### src/rtl/tmr_match_pkg.sv
package tmr_match_pkg;

   typedef enum logic [1:0] {
      ACT_HOLD = 2'b00,
      ACT_CLR  = 2'b01,
      ACT_SET  = 2'b10,
      ACT_TGL  = 2'b11
   } match_act_e;

   function automatic logic apply_act(input match_act_e act, input logic cur);
      case (act)
         ACT_CLR: apply_act = 1'b0;
         ACT_SET: apply_act = 1'b1;
         ACT_TGL: apply_act = ~cur;
         default: apply_act = cur;
      endcase
   endfunction

endpackage

### src/rtl/tmr_counter.sv
module tmr_counter #(
   parameter int CNT_W = 16
) (
   input  logic             clk,
   input  logic             rst_n,
   input  logic             cnt_en_i,
   input  logic             ld_i,
   input  logic [CNT_W-1:0] ld_val_i,
   output logic [CNT_W-1:0] tc_o,
   output logic             step_o
);

   assign step_o = cnt_en_i & ~ld_i;

   always_ff @(posedge clk or negedge rst_n) begin
      if (!rst_n)      tc_o <= '0;
      else if (ld_i)   tc_o <= ld_val_i;
      else if (step_o) tc_o <= tc_o + 1'b1;
   end

   // one step per enabled cycle, wrapping naturally
   p_count_step_r2: assert property (@(posedge clk) disable iff (!rst_n)
      step_o |=> tc_o == CNT_W'($past(tc_o) + 1'b1));
   // load overrides stepping
   p_count_load_r2: assert property (@(posedge clk) disable iff (!rst_n)
      ld_i |=> tc_o == $past(ld_val_i));
   // idle counter holds
   p_count_idle_r2: assert property (@(posedge clk) disable iff (!rst_n)
      (!ld_i && !cnt_en_i) |=> $stable(tc_o));

endmodule

### src/rtl/tmr_match_chan.sv
module tmr_match_chan
   import tmr_match_pkg::*;
#(
   parameter int CNT_W = 16
) (
   input  logic             clk,
   input  logic             rst_n,
   input  logic             step_i,
   input  logic [CNT_W-1:0] tc_i,
   input  logic             mr_we_i,
   input  logic [CNT_W-1:0] mr_wd_i,
   input  match_act_e       act_i,
   input  logic             em_we_i,
   input  logic             em_wd_i,
   input  logic             dma_en_i,
   input  logic             pwm_mode_i,
   input  logic             pwm_lvl_i,
   output logic [CNT_W-1:0] mr_o,
   output logic             em_o,
   output logic             mat_o,
   output logic             dma_req_o
);

   logic hit;
   logic act_fire;

   assign hit      = step_i && (tc_i == mr_o);
   assign act_fire = hit && !pwm_mode_i && (act_i != ACT_HOLD);

   always_ff @(posedge clk or negedge rst_n) begin
      if (!rst_n)       mr_o <= '0;
      else if (mr_we_i) mr_o <= mr_wd_i;
   end

   always_ff @(posedge clk or negedge rst_n) begin
      if (!rst_n)        em_o <= 1'b0;
      else if (act_fire) em_o <= apply_act(act_i, em_o);
      else if (em_we_i)  em_o <= em_wd_i;
   end

   always_ff @(posedge clk or negedge rst_n) begin
      if (!rst_n) dma_req_o <= 1'b0;
      else        dma_req_o <= hit && dma_en_i;
   end

   assign mat_o = pwm_mode_i ? pwm_lvl_i : em_o;

   // each code's effect on a hit
   p_act_clr_r3: assert property (@(posedge clk) disable iff (!rst_n)
      (hit && !pwm_mode_i && act_i == ACT_CLR) |=> !em_o);
   p_act_set_r3: assert property (@(posedge clk) disable iff (!rst_n)
      (hit && !pwm_mode_i && act_i == ACT_SET) |=> em_o);
   p_act_tgl_r3: assert property (@(posedge clk) disable iff (!rst_n)
      (hit && !pwm_mode_i && act_i == ACT_TGL) |=> em_o != $past(em_o));
   // no hit, no write: state holds
   p_no_hit_hold_r4: assert property (@(posedge clk) disable iff (!rst_n)
      (!hit && !em_we_i) |=> $stable(em_o));
   // a write lands unless an action fires
   p_wr_load_r5: assert property (@(posedge clk) disable iff (!rst_n)
      (em_we_i && !act_fire) |=> em_o == $past(em_wd_i));
   // bypass freezes the state bit against hits
   p_pwm_keep_r7: assert property (@(posedge clk) disable iff (!rst_n)
      (pwm_mode_i && !em_we_i) |=> $stable(em_o));
   // request pulse follows an enabled hit and nothing else
   p_dma_rise_r8: assert property (@(posedge clk) disable iff (!rst_n)
      (hit && dma_en_i) |=> dma_req_o);
   p_dma_quiet_r8: assert property (@(posedge clk) disable iff (!rst_n)
      !(hit && dma_en_i) |=> !dma_req_o);

endmodule

### src/rtl/tmr_match_ctrl.sv
module tmr_match_ctrl
   import tmr_match_pkg::*;
#(
   parameter int CNT_W   = 16,
   parameter int NUM_CH  = 4,
   parameter int NUM_DMA = 2,
   localparam int ACT_LO = NUM_CH,
   localparam int CTRL_W = 3 * NUM_CH,
   localparam int DATA_W = (CNT_W > CTRL_W) ? CNT_W : CTRL_W,
   localparam int ADDR_W = $clog2(NUM_CH + 3)
) (
   input  logic              clk,
   input  logic              rst_n,
   input  logic              cnt_en,
   input  logic              reg_we,
   input  logic [ADDR_W-1:0] reg_addr,
   input  logic [DATA_W-1:0] reg_wdata,
   output logic [DATA_W-1:0] reg_rdata,
   input  logic [NUM_CH-1:0] pwm_mode,
   input  logic [NUM_CH-1:0] pwm_lvl,
   output logic [NUM_CH-1:0] mat_out,
   output logic [NUM_CH-1:0] dma_req
);

   localparam logic [ADDR_W-1:0] A_CTRL = '0;
   localparam logic [ADDR_W-1:0] A_CNT  = ADDR_W'(NUM_CH + 1);
   localparam logic [ADDR_W-1:0] A_DMA  = ADDR_W'(NUM_CH + 2);

   if (CNT_W < 2 || CNT_W > 32) begin : g_bad_cnt_w
      $error("tmr_match_ctrl: CNT_W must be within 2..32");
   end
   if (NUM_CH < 1 || NUM_CH > 8) begin : g_bad_num_ch
      $error("tmr_match_ctrl: NUM_CH must be within 1..8");
   end
   if (NUM_DMA < 1 || NUM_DMA > NUM_CH) begin : g_bad_num_dma
      $error("tmr_match_ctrl: NUM_DMA must be within 1..NUM_CH");
   end

   logic [CNT_W-1:0]    tc;
   logic                step;
   logic [2*NUM_CH-1:0] act_q;
   logic [NUM_DMA-1:0]  dma_en_q;
   logic [NUM_CH-1:0]   em;
   logic [CNT_W-1:0]    mr [NUM_CH];
   logic                ctrl_we;

   assign ctrl_we = reg_we && (reg_addr == A_CTRL);

   tmr_counter #(.CNT_W(CNT_W)) i_counter (
      .clk      (clk),
      .rst_n    (rst_n),
      .cnt_en_i (cnt_en),
      .ld_i     (reg_we && (reg_addr == A_CNT)),
      .ld_val_i (reg_wdata[CNT_W-1:0]),
      .tc_o     (tc),
      .step_o   (step)
   );

   always_ff @(posedge clk or negedge rst_n) begin
      if (!rst_n)       act_q <= '0;
      else if (ctrl_we) act_q <= reg_wdata[CTRL_W-1:ACT_LO];
   end

   always_ff @(posedge clk or negedge rst_n) begin
      if (!rst_n)                            dma_en_q <= '0;
      else if (reg_we && reg_addr == A_DMA)  dma_en_q <= reg_wdata[NUM_DMA-1:0];
   end

   for (genvar i = 0; i < NUM_CH; i++) begin : g_ch
      logic dma_en_c;
      if (i < NUM_DMA) begin : g_dma
         assign dma_en_c = dma_en_q[i];
      end else begin : g_no_dma
         assign dma_en_c = 1'b0;
         // channels without a DMA path never request
         p_no_dma_r8: assert property (@(posedge clk) disable iff (!rst_n)
            !dma_req[i]);
      end

      tmr_match_chan #(.CNT_W(CNT_W)) i_chan (
         .clk        (clk),
         .rst_n      (rst_n),
         .step_i     (step),
         .tc_i       (tc),
         .mr_we_i    (reg_we && (reg_addr == ADDR_W'(i + 1))),
         .mr_wd_i    (reg_wdata[CNT_W-1:0]),
         .act_i      (match_act_e'(act_q[2*i +: 2])),
         .em_we_i    (ctrl_we),
         .em_wd_i    (reg_wdata[i]),
         .dma_en_i   (dma_en_c),
         .pwm_mode_i (pwm_mode[i]),
         .pwm_lvl_i  (pwm_lvl[i]),
         .mr_o       (mr[i]),
         .em_o       (em[i]),
         .mat_o      (mat_out[i]),
         .dma_req_o  (dma_req[i])
      );
   end

   always_comb begin
      reg_rdata = '0;
      if (reg_addr == A_CTRL) begin
         reg_rdata[NUM_CH-1:0]      = em;
         reg_rdata[CTRL_W-1:ACT_LO] = act_q;
      end else if (reg_addr == A_CNT) begin
         reg_rdata[CNT_W-1:0] = tc;
      end else if (reg_addr == A_DMA) begin
         reg_rdata[NUM_DMA-1:0] = dma_en_q;
      end else begin
         for (int i = 0; i < NUM_CH; i++) begin
            if (reg_addr == ADDR_W'(i + 1)) reg_rdata[CNT_W-1:0] = mr[i];
         end
      end
   end

   // the control write lands the action codes exactly
   p_act_load_r6: assert property (@(posedge clk) disable iff (!rst_n)
      ctrl_we |=> act_q == $past(reg_wdata[CTRL_W-1:ACT_LO]));

endmodule

### config.mk
export PLATFORM = sky130hd
export DESIGN_NAME = tmr_match_ctrl
export DESIGN_NICKNAME = d
export VERILOG_FILES = /design/src/rtl/tmr_match_pkg.sv /design/src/rtl/tmr_counter.sv /design/src/rtl/tmr_match_chan.sv /design/src/rtl/tmr_match_ctrl.sv
export SDC_FILE = /design/constraint.sdc
export NUM_CORES = 1
export LEC_CHECK = 0
export ABC_AREA = 1
export BUFFER_PORTS_ARGS = -buffer_cell sky130_fd_sc_hd__buf_2
export CELL_PAD_IN_SITES_DETAIL_PLACEMENT = 1
export CELL_PAD_IN_SITES_GLOBAL_PLACEMENT = 2
export CORE_UTILIZATION = 35
export DETAILED_ROUTE_END_ITERATION = 16
export MAX_ROUTING_LAYER = met4
export PLACE_DENSITY_LB_ADDON = 0.1
export SYNTH_ARGS = -nofsm -noshare
export SYNTH_HDL_FRONTEND = slang
export SYNTH_SLANG_ARGS = --single-unit
### constraint.sdc
create_clock -name clk -period 3.1 [get_ports clk]
set_input_delay 0.93 -clock clk [delete_from_list [all_inputs] [get_ports clk]]
set_output_delay 0.93 -clock clk [all_outputs]
set_load 0.01 [all_outputs]
# [Yosys cells after proc, flatten, opt, wreduce, memory -nomap -nowiden]
# Cells that the tools add are included.
[word_totals] out_inout_bits=24 elab_cells=112 reg_bits=96
[classes] mux=27 addsub=1 bitwise=6 reduce_logical=39 n_eq_ne=26
[ops] op="two-way mux 16 bit" count=7
[ops] op="== test 16 bit" count=4
[ops] op="logical AND 1 bit" count=21
[ops] op="nonzero test 2 bit" count=9
[ops] op="adder 16 x 1 -> 16 bit (second input constant)" count=1
[ops] op="== test 2 bit (second input constant)" count=8
[ops] op="!= test 4 bit (second input constant)" count=4
[ops] op="two-way mux 14 bit" count=1
[ops] op="two-way mux 1 bit" count=12
[ops] op="two-way mux 12 bit" count=1
[ops] op="case mux 1 bit (3 select lines)" count=4
[ops] op="== test 3 bit (second input constant)" count=3
[ops] op="== test 2 x 1 -> 1 bit (second input constant)" count=4
[ops] op="AND reduction 2 bit" count=4
[ops] op="== test 3 x 2 -> 1 bit (second input constant)" count=2
[ops] op="inverter 1 bit" count=5
[ops] op="logical NOT 1 bit" count=4
[ops] op="two-way mux 4 bit" count=1
[ops] op="== test 3 x 1 -> 1 bit (second input constant)" count=1
[ops] op="logical NOT 3 bit" count=1
[ops] op="two-way mux 2 bit" count=1
[ops] op="AND 1 bit" count=1

# [Depth between registers and ports, before layout]
# Gate-level depths: netlist of run 1.
[logic_depth] word_depth=9 depth_mapped=11 depth_no_buf=10

# [Modules after synthesis]
# From an unflattened synthesis of run 1, not the netlist that was laid out.
[hier_totals] hier_cells=972 area_unflattened_um2=6475.0
[modules_own_cells] mod="tmr_match_chan" cells_per_inst=149 area_each_um2=1019.7 instances=4 seq_area_each_um2=450.4
[modules_own_cells] mod="tmr_match_ctrl" cells_per_inst=233 area_each_um2=1327.5 instances=1 seq_area_each_um2=250.2
[modules_own_cells] mod="tmr_counter" cells_per_inst=143 area_each_um2=1068.5 instances=1 seq_area_each_um2=400.4

# [Worst setup path before layout of run 1]
# Ideal clock, no wire load.
[synth_path] kind="input to output" from="in reg_addr[2]" to="out reg_rdata[11]" t_arrival_ps=1849 n_path_buf=2 slack_ps=321 cell_stages=7 required_time_ps=2170 cell_sequence="buf_2 > nor3_2 > buf_2 > a21oi_1 > o21ai_0 > nand2_1 > nand3_1"
[synth_via] elab_chain_cells=8
[synth_lines] element="start, declared" line="tmr_match_ctrl.sv:16" source="input logic [ADDR_W-1:0] reg_addr,"
[synth_lines] element="== test 3 x 1 -> 1 bit" line="tmr_match_ctrl.sv:111" source="if (reg_addr == ADDR_W'(i + 1)) reg_rdata[CNT_W-1:0] = mr[i];"
[synth_lines] element="two-way mux 16 bit (4 in a row)" line="tmr_match_ctrl.sv:111"
[synth_lines] element="two-way mux 14 bit" line="tmr_match_ctrl.sv:107" source="end else if (reg_addr == A_DMA) begin"
[synth_lines] element="two-way mux 16 bit" line="tmr_match_ctrl.sv:105" source="end else if (reg_addr == A_CNT) begin"
[synth_lines] element="two-way mux 12 bit (*)" line="tmr_match_ctrl.sv:102" source="if (reg_addr == A_CTRL) begin"
[synth_lines] element="end, declared" line="tmr_match_ctrl.sv:18" source="output logic [DATA_W-1:0] reg_rdata,"
# Every way passes the cells marked *; elsewhere a longest branch is shown, timed or not.

# [Worst setup path in the final report of run 1]
[layout_path] from="in reg_addr[1]" to="out reg_rdata[11]"
# The elaborated chain is that of the path after synthesis.

==> impl_metrics.toml, run 1 <==
[timing]
setup_viol = 0
hold_viol_final = 0
maxSlewViolCount = 0
fin_crit_ns = 3.04
fin_tns_setup_ns = 0
clock_skew_ns = 0.0109
holdWs_ns = 0.496
maxSlewHeadroom_pct = 51.0
fmax_mhz = 329
tightest_slew_ns = 0.733
fin_crit_sh_pct = 98.1
rsz0062_at_grt = "yes"

[logic_synthesis]
postSynthAreaPerCell_um2 = 6.92
synth_edf_count = 0
ys.warnings.count = 0
ys_async_sr_fraction_pct = 100
ys_types = 40
synth_cells = 870
ys_ff_latch = 96
netlist_area_um2 = 6020
ys.flop_type = "dfrtp_1"
yosysSeqAreaShare_pct = 39.9

[clocking]
path_clk_slew_ns = 0.07
numCtsBuffers = 9
cts_buffer_depth = 2
htreeDepth = 3
clock_sinks = 96
clk_latency_ns = 0.36
cts_tree = "yes"
root_buffer = "clkbuf_16"

[global_routing]
grt_max_degree = 36
grt_overflow = 0
grt_antenna_before_repair = 0
grt_first_pass_wirelength_um = 39000
grt_usage_pct = 31.1
grt_pass1_vias = 6102

[flow_run]
drv_cap = 0

[critical_path]
criticalPathCategory = "in2out"
critPathLaunchType = "primary input"
path_max_fanout = 5
worst_setup_path_end_kind = "primary output"
arrival_ns = 2.11
crit_required_ns = 2.17
worstRegToRegCells = 10

[floorplanning]
initial_core_util_pct = 36.1
coreArea_um2 = 16700
fp-row-count = 47
die_w_um = 133
die_y_um = 133
io_pins = 55
die_area_um2 = 17700

[layout]
fin_util_pct = 41.1
n_antenna_cell = 0
synthToLayoutAreaGrowth_pct = 14.1
layout.cells.non_filler = 1139
final.fill_count = 2192
nets = 946
drive_gt1_share_pct = 13.3

[pwr]
ir_worst_vdd_mv = 0.364
finalPower_mw = 4.52
p_leak_nw = 3.46
power_density_nw_per_um2 = 658

[route]
ant_nets = 0
drc = 0
dr_total_vias = 6042
wl_um = 25700
vias_per_cell = 5.30
routedWlPerCell_um = 22.5
firstDrtPassIters = 4
drtIter0Drc = 384

[place]
port_buffers = 52
detailed_place_hpwl_um = 19800
gp_congestion = 0.966
dp_cells = 1122

[outcome]
status = "completed"

[worst_hold_path]
hold_class = "in2async"
## cells in the final DEF (no fill, tap or decap), types with 3 or more instances in the layout
master	count
nand2_1	316
o21ai_0	96
dfrtp_1	96
inv_1	83
nor2_1	61
buf_2	50
o22ai_1	28
nand3_1	28
buf_4	18
o21ai_1	13
xor2_1	13
a21oi_1	12
nand4_1	12
clkbuf_16	9
xnor2_1	8
buf_12	6
or2_2	5
nor3_1	5
inv_2	4
nand2_4	4
nand2_2	4
o211ai_1	4
mux2_2	4
a21boi_0	4
o221ai_1	4
inv_4	3
nor2_4	3
o21bai_1	3
clkinv_2	3
## cells by family (layout without fill, tap and decap cells)
logic type	count (synthesis)	count (layout)	share of synthesized area, %
compound gates	168	168	15.5
xor+xnor	21	21	3.05
fa+ha+maj	1	1	0.208
buf+inv	135	183	9.89
flops	96	96	39.9
mux	4	4	0.748
other cells	1	2	0.0623
simple gates	444	444	30.6
## synthesized netlist by cell type (5+ instances only)
cell | n | area [µm²]
buf_4 | 10 | 75.1
o21ai_1 | 12 | 60.1
o22ai_1 | 28 | 175
nand2_1 | 317 | 1190
xor2_1 | 13 | 114
clkbuf_1 | 6 | 22.5
nand4_1 | 12 | 75.1
xnor2_1 | 8 | 70.1
dfrtp_1 | 96 | 2400
nor3_1 | 5 | 25.0
nand2_2 | 5 | 31.3
a21oi_1 | 12 | 60.1
or2_2 | 5 | 31.3
nor2_1 | 62 | 233
buf_2 | 22 | 110
nand3_1 | 28 | 140
o21ai_0 | 97 | 485
inv_1 | 84 | 315
## per-layer routing
metal / global-route usage [%] / part of all wire (%) / up-vias
met5: - / 0 / -
met4: 10.2 / 2.6 / 0
met3: 2.21 / 2.8 / 34
met2: 52.9 / 50 / 130
met1: 39.3 / 44 / 3009
li1: - / - / 2869
## layout make-up
type                            count  area, µm²  area share (%)
Inverter                           92        353            5.13
Sequential cell                    96       2400            35.0
Timing Repair Buffer               75        517            7.52
Clock buffer                       11        243            3.53
Tap cell                          220        275            4.01
Multi-Input combinational cell    640       3050            44.4
Clock inverter                      5       32.5           0.473
## registers in the layout, summed over array words and instances (netlist names)
register and flops:
g_ch.i_chan.mr_o 64, i_counter.tc_o 16, act_q 8, g_ch.i_chan.em_o 4, dma_en_q 2, g_ch.i_chan.dma_req_o 2
## what timing repair did
| action | in CTS | in global routing |
|---|---|---|
| setup buffers | 0 | 1 |
| gates resized for setup | 0 | 12 |
| hold buffers | 0 | 0 |
| setup endpoints to repair | 0 | 12 |
## path summary, 6_finish.rpt
kind | from | endpoint | slack (ns)
worst max-delay path | reg_addr[1] | reg_rdata[11] | 0.06
worst min-delay path | rst_n | g_ch[1].i_chan.mr_o[15]$_DFFE_PN0P_ | 0.50
worst max register to register | i_counter.tc_o[0]$_DFFE_PN0P_ | i_counter.tc_o[10]$_DFFE_PN0P_ | 0.96
worst min register to register | g_ch[2].i_chan.mr_o[9]$_DFFE_PN0P_ | g_ch[2].i_chan.mr_o[9]$_DFFE_PN0P_ | 0.50
max in group asynchronous | rst_n | g_ch[3].i_chan.em_o$_DFFE_PN0P_ | 1.95
min in group clk | g_ch[2].i_chan.mr_o[9]$_DFFE_PN0P_ | g_ch[2].i_chan.mr_o[9]$_DFFE_PN0P_ | 0.50
## through the flow
stage               setup slack, ns  instance area, µm²
floorplan                     0.321                6030
global placement             0.0194                6550
detailed placement          0.00960                6550
CTS                         0.00390                6820
global route               -0.00772                6870
finish                       0.0579                6870
## worst max-delay path, stage by stage
cell     delay, ns
buf_2         0.14
inv_2         0.06
nor2_4        0.15
nand2_4       0.11
buf_4         0.15
o22ai_1       0.19
o21ai_1       0.09
nand2_1       0.07
nand3_1       0.07
buf_2         0.14
## report_power, final
group	switching [mW]	total, mW	internal (mW)
clock network	0.535	1.10	0.567
registers	0.442	1.94	1.50
logic	0.959	1.48	0.519
total	1.94	4.52	2.59
No activity file was read; power rests on OpenSTA's default activity.
==> run 2, diff against run 1 <==
ABC_CLOCK_PERIOD_IN_PS = 3100   (was unset)
CAP_MARGIN = 5   (was unset)
CORE_UTILIZATION = 37   (was 35)
==> run 2 against run 1 <==
Net effect: die area decreased by 5.3%; worst setup slack worse by 0.033 ns; clock-buffer cell count down 1; total power grew 5.9%; worst hold slack lost 0.0023 ns; global-route usage rose by 1.7 points.
==> impl_metrics.toml, run 2 (same netlist as run 1, synthesis figures left out) <==
[route]
dr_total_vias = 6046
dr_wl_met2_um = 12300
drc = 0
vias_per_cell = 5.31
firstDrtPassIters = 5
ant_nets = 0
wl_um = 25200
routedWlPerCell_um = 22.1
m1WireLength_um = 10900
dr_wl_met3_um = 1060
drtIter0Drc = 317
top_layer_used = "met4"

[timing]
fmax_mhz = 325
fin_tns_setup_ns = 0
maxSlewViolCount = 0
setup_ws_ns = 0.0251
fin_crit_ns = 3.07
clock_skew_ns = 0.00786
hold_viol_final = 0
fin_crit_sh_pct = 99.2
setup_viol = 0
rsz0062_at_grt = "yes"
maxSlewHeadroom_pct = 52.6
holdWs_ns = 0.494
tightest_slew_ns = 0.709

[global_routing]
grt_max_degree = 48
grt_usage_pct = 32.8
grt_antenna_before_repair = 0
grt_pass1_vias = 6131
grt_first_pass_wirelength_um = 37900
grt_overflow = 0

[worst_hold_path]
hold_depth = 2
hold_class = "reg2reg"

[pwr]
ir_worst_vdd_mv = 0.305
power_density_nw_per_um2 = 687
p_leak_nw = 3.51
finalPower_mw = 4.79

[critical_path]
crit_required_ns = 2.17
worstRegToRegCells = 10
path_max_fanout = 4
worst_setup_path_end_kind = "primary output"
arrival_ns = 2.14
critPathLaunchType = "primary input"
criticalPathCategory = "in2out"

[layout]
largest_reg_flops = 64
largest_register = "g_ch.i_chan.mr_o"
n_antenna_cell = 0
top_regs = "g_ch.i_chan.mr_o (64), i_counter.tc_o (16), act_q (8)"
final_common_cell = "nand2_1"
final_cell_mix = "314 x nand2_1, 96 x dfrtp_1, 92 x o21ai_0"
final_area_um2 = 6970
drive_gt1_share_pct = 14.4
nets = 949
synthToLayoutAreaGrowth_pct = 15.8
fin_util_pct = 43.9
layout.cells.non_filler = 1138

[clocking]
htreeDepth = 3
cts_tree = "yes"
cts_buffer_depth = 2
clock_sinks = 96
numCtsBuffers = 9
cts_hold_buf = 0
root_buffer = "clkbuf_16"
clk_latency_ns = 0.36
path_clk_slew_ns = 0.07

[place]
detailed_place_hpwl_um = 19500
dp_slack_ns = -0.0279
placedInstanceArea_um2 = 6550
dp_cells = 1121
port_buffers = 52
gp_congestion = 0.951

[floorplanning]
initial_core_util_pct = 37.9
die_w_um = 130
io_pins = 55
die_y_um = 130
coreArea_um2 = 15900
die_area_um2 = 16800
fp-row-count = 46

[flow_run]
drv_cap = 0

[outcome]
status = "completed"
-- run 2: critical path, cell delays in order --
cell	delay [ns]
buf_4	0.13
buf_12	0.13
nor3_4	0.23
buf_6	0.15
nand2_1	0.07
nand2_2	0.10
a31oi_2	0.10
o22ai_2	0.14
buf_2	0.16
-- run 2: cell type report --
type	count	area, µm²
multi-input combinational	640	3080
sequential	96	2400
clock inverter	6	113
clock buffer	10	239
timing repair buffer	78	518
tap	216	270
inverter	92	350
fill	2063	8910
-- run 2: power breakdown --
| part | internal [mW] | switching, mW | total, mW |
|---|---|---|---|
| clock network | 0.816 | 0.544 | 1.36 |
| registers | 1.50 | 0.439 | 1.94 |
| logic | 0.525 | 0.967 | 1.49 |
| total | 2.84 | 1.95 | 4.79 |
-- run 2: timing repair --
item                       CTS  global route
setup endpoints to repair    3            12
pin swaps                    3             6
setup buffers                0             1
resized for setup            3            18
-- run 2: metal layers --
metal  vias up  track usage, %
li1       2874               -
met1      2975            40.4
met2       148            54.1
met3        49            4.13
met4         0            13.8
met5         -               -
-- run 2: path summary, 6_finish.rpt --
path	from	end	slack [ns]
max	reg_addr[1]	reg_rdata[13]	0.03
min	g_ch[2].i_chan.mr_o[12]$_DFFE_PN0P_	g_ch[2].i_chan.mr_o[12]$_DFFE_PN0P_	0.49
max reg2reg	i_counter.tc_o[1]$_DFFE_PN0P_	i_counter.tc_o[10]$_DFFE_PN0P_	1.00
min reg2reg	g_ch[2].i_chan.mr_o[12]$_DFFE_PN0P_	g_ch[2].i_chan.mr_o[12]$_DFFE_PN0P_	0.49
max in group asynchronous	rst_n	g_ch[2].i_chan.mr_o[5]$_DFFE_PN0P_	1.79
min in group asynchronous	rst_n	g_ch[1].i_chan.mr_o[15]$_DFFE_PN0P_	0.58
==> run 3, diff against run 2 <==
ABC_CLOCK_PERIOD_IN_PS = 3510   (was 3100)
CORE_UTILIZATION = 34   (was 37)
clock period = 3.51 ns   (was 3.1 ns; I/O delays follow)
==> run 3 against run 2 <==
Net effect: cell area shrank 2.6%; critical path depth is the same; core utilization fell by 4.6 points; die area is 8.7% higher; cell count is 0.35% lower; global-route usage shrank 3.0 points; highest routed layer unchanged; non-clock buffer count shrank 13; combinational power decreased by 15%; sequential share of layout area rose by 0.92 points; via count is 1.2% lower; sequential power decreased by 11%; clock-buffer cell count shrank 1.
==> impl_metrics.toml, run 3 (same netlist as run 1, synthesis figures left out) <==
[outcome]
status = "completed"

[critical_path]
crit_required_ns = 2.46
path_max_fanout = 11
arrival_ns = 2.37
worst_setup_path_end_kind = "primary output"
rr_endpoint = "i_counter.tc_o[10]$_DFFE_PN0P_"
criticalPathCategory = "in2out"
r2r_slack_ns = 1.36
worstRegToRegCells = 10
critPathLaunchType = "primary input"
r2r_start = "i_counter.tc_o[0]$_DFFE_PN0P_"

[clocking]
cts_tree = "yes"
cts_buffer_depth = 2
clock_sinks = 96
cts_hold_buf = 0
path_clk_slew_ns = 0.07
numCtsBuffers = 9
htreeDepth = 3
clk_latency_ns = 0.36
root_buffer = "clkbuf_16"

[floorplanning]
fp-row-count = 48
die_area_um2 = 18200
io_pins = 55
coreArea_um2 = 17300
initial_core_util_pct = 34.8
die_w_um = 135
die_y_um = 135

[timing]
fin_crit_ns = 3.43
maxSlewHeadroom_pct = 49.8
setup_viol = 0
hold_viol_final = 0
holdWs_ns = 0.499
maxSlewViolCount = 0
rsz0062_at_grt = "no"
fin_tns_setup_ns = 0
tightest_slew_ns = 0.750
fin_crit_sh_pct = 97.6
fmax_mhz = 292
clock_skew_ns = 0.00748

[global_routing]
grt_usage_pct = 29.8
grt_first_pass_wirelength_um = 37900
grt_antenna_before_repair = 0
grt_pass1_vias = 6173
grt_overflow = 0
grt_max_degree = 41

[pwr]
ir_worst_vdd_mv = 0.271
finalPower_mw = 4.12
p_leak_nw = 3.41
power_density_nw_per_um2 = 606

[route]
wl_um = 24900
routedWlPerCell_um = 22.0
dr_total_vias = 5972
firstDrtPassIters = 5
drtIter0Drc = 374
vias_per_cell = 5.27
drc = 0
ant_nets = 0

[flow_run]
drv_cap = 0

[layout]
largest_register = "g_ch.i_chan.mr_o"
multi_input_area_um2 = 3040
final.fill_count = 2222
nets = 936
drive_gt1_share_pct = 12.3
final_common_cell = "nand2_1"
largest_reg_flops = 64
final_area_um2 = 6790
regArea_um2 = 2400
synthToLayoutAreaGrowth_pct = 12.8
final_cell_mix = "316 x nand2_1, 97 x o21ai_0, 96 x dfrtp_1"
top_regs = "g_ch.i_chan.mr_o (64), i_counter.tc_o (16), act_q (8)"
n_antenna_cell = 0

[place]
detailed_place_hpwl_um = 19400
gp_congestion = 0.922
placedInstanceArea_um2 = 6450
port_buffers = 52

[worst_hold_path]
hold_depth = 2
hold_class = "reg2reg"
min_to = "g_ch[2].i_chan.mr_o[9]$_DFFE_PN0P_"
hold_start = "g_ch[2].i_chan.mr_o[9]$_DFFE_PN0P_"
## run 3: area by class of cell
type	instances	area share, %
Inverter	92	5.16
Multi-Input combinational cell	640	44.8
Timing Repair Buffer	65	5.77
Tap cell	225	4.14
Clock buffer	9	3.32
Sequential cell	96	35.4
Clock inverter	7	1.47
## run 3: repair_timing
action | CTS | global route
setup endpoints to repair | 0 | 4
hold endpoints to repair | 0 | 0
setup buffers | 0 | 0
gates resized for setup | 0 | 5
## run 3: power breakdown
group / internal (mW) / switching [mW]
clock: 0.633 / 0.487
combinational: 0.446 / 0.827
sequential: 1.32 / 0.399
## run 3: worst max path at each step
| stage | startpoint | end | slack (ns) | depth (start not counted) |
|---|---|---|---|---|
| after global routing | reg_addr[0] | reg_rdata[13] | 0.02 | 9 |
| after floorplan | reg_addr[2] | reg_rdata[11] | 0.48 | 7 |
| after detailed placement | reg_addr[0] | reg_rdata[13] | 0.09 | 9 |
| after global placement | reg_addr[0] | reg_rdata[12] | 0.14 | 8 |
| after CTS | reg_addr[0] | reg_rdata[13] | 0.07 | 9 |
| final | reg_addr[0] | reg_rdata[13] | 0.08 | 9 |
## run 3: worst max-delay path: stages
cell      delay (ns)
clkbuf_4        0.18
inv_4           0.09
nor3_2          0.14
buf_6           0.20
nand2_1         0.09
nand2_1         0.12
a31oi_2         0.12
o22ai_1         0.19
buf_2           0.17
## run 3: metal layers
metal | track usage (%) | part of all wire [%] | wire length [µm] | vias up
met1 | 37.1 | 44 | 11000 | 2915
met2 | 47.6 | 48 | 11900 | 148
met4 | 14.7 | 4.5 | 1120 | 0
met3 | 3.68 | 3.7 | 915 | 55
met5 | - | 0 | 0 | -
li1 | - | - | - | 2854
## run 3: metrics by stage
| step | std cells | utilization (%) | worst slack (ns) |
|---|---|---|---|
| 2_1_floorplan | 871 | - | 0.485 |
| 3_3_place_gp | 1118 | 37.3 | 0.135 |
| 3_5_place_dp | 1118 | 37.3 | 0.0941 |
| 4_1_cts | 1134 | 39.2 | 0.0742 |
| 5_1_grt | 1134 | 39.3 | 0.0230 |
| 6_report | 1134 | 39.3 | 0.0849 |
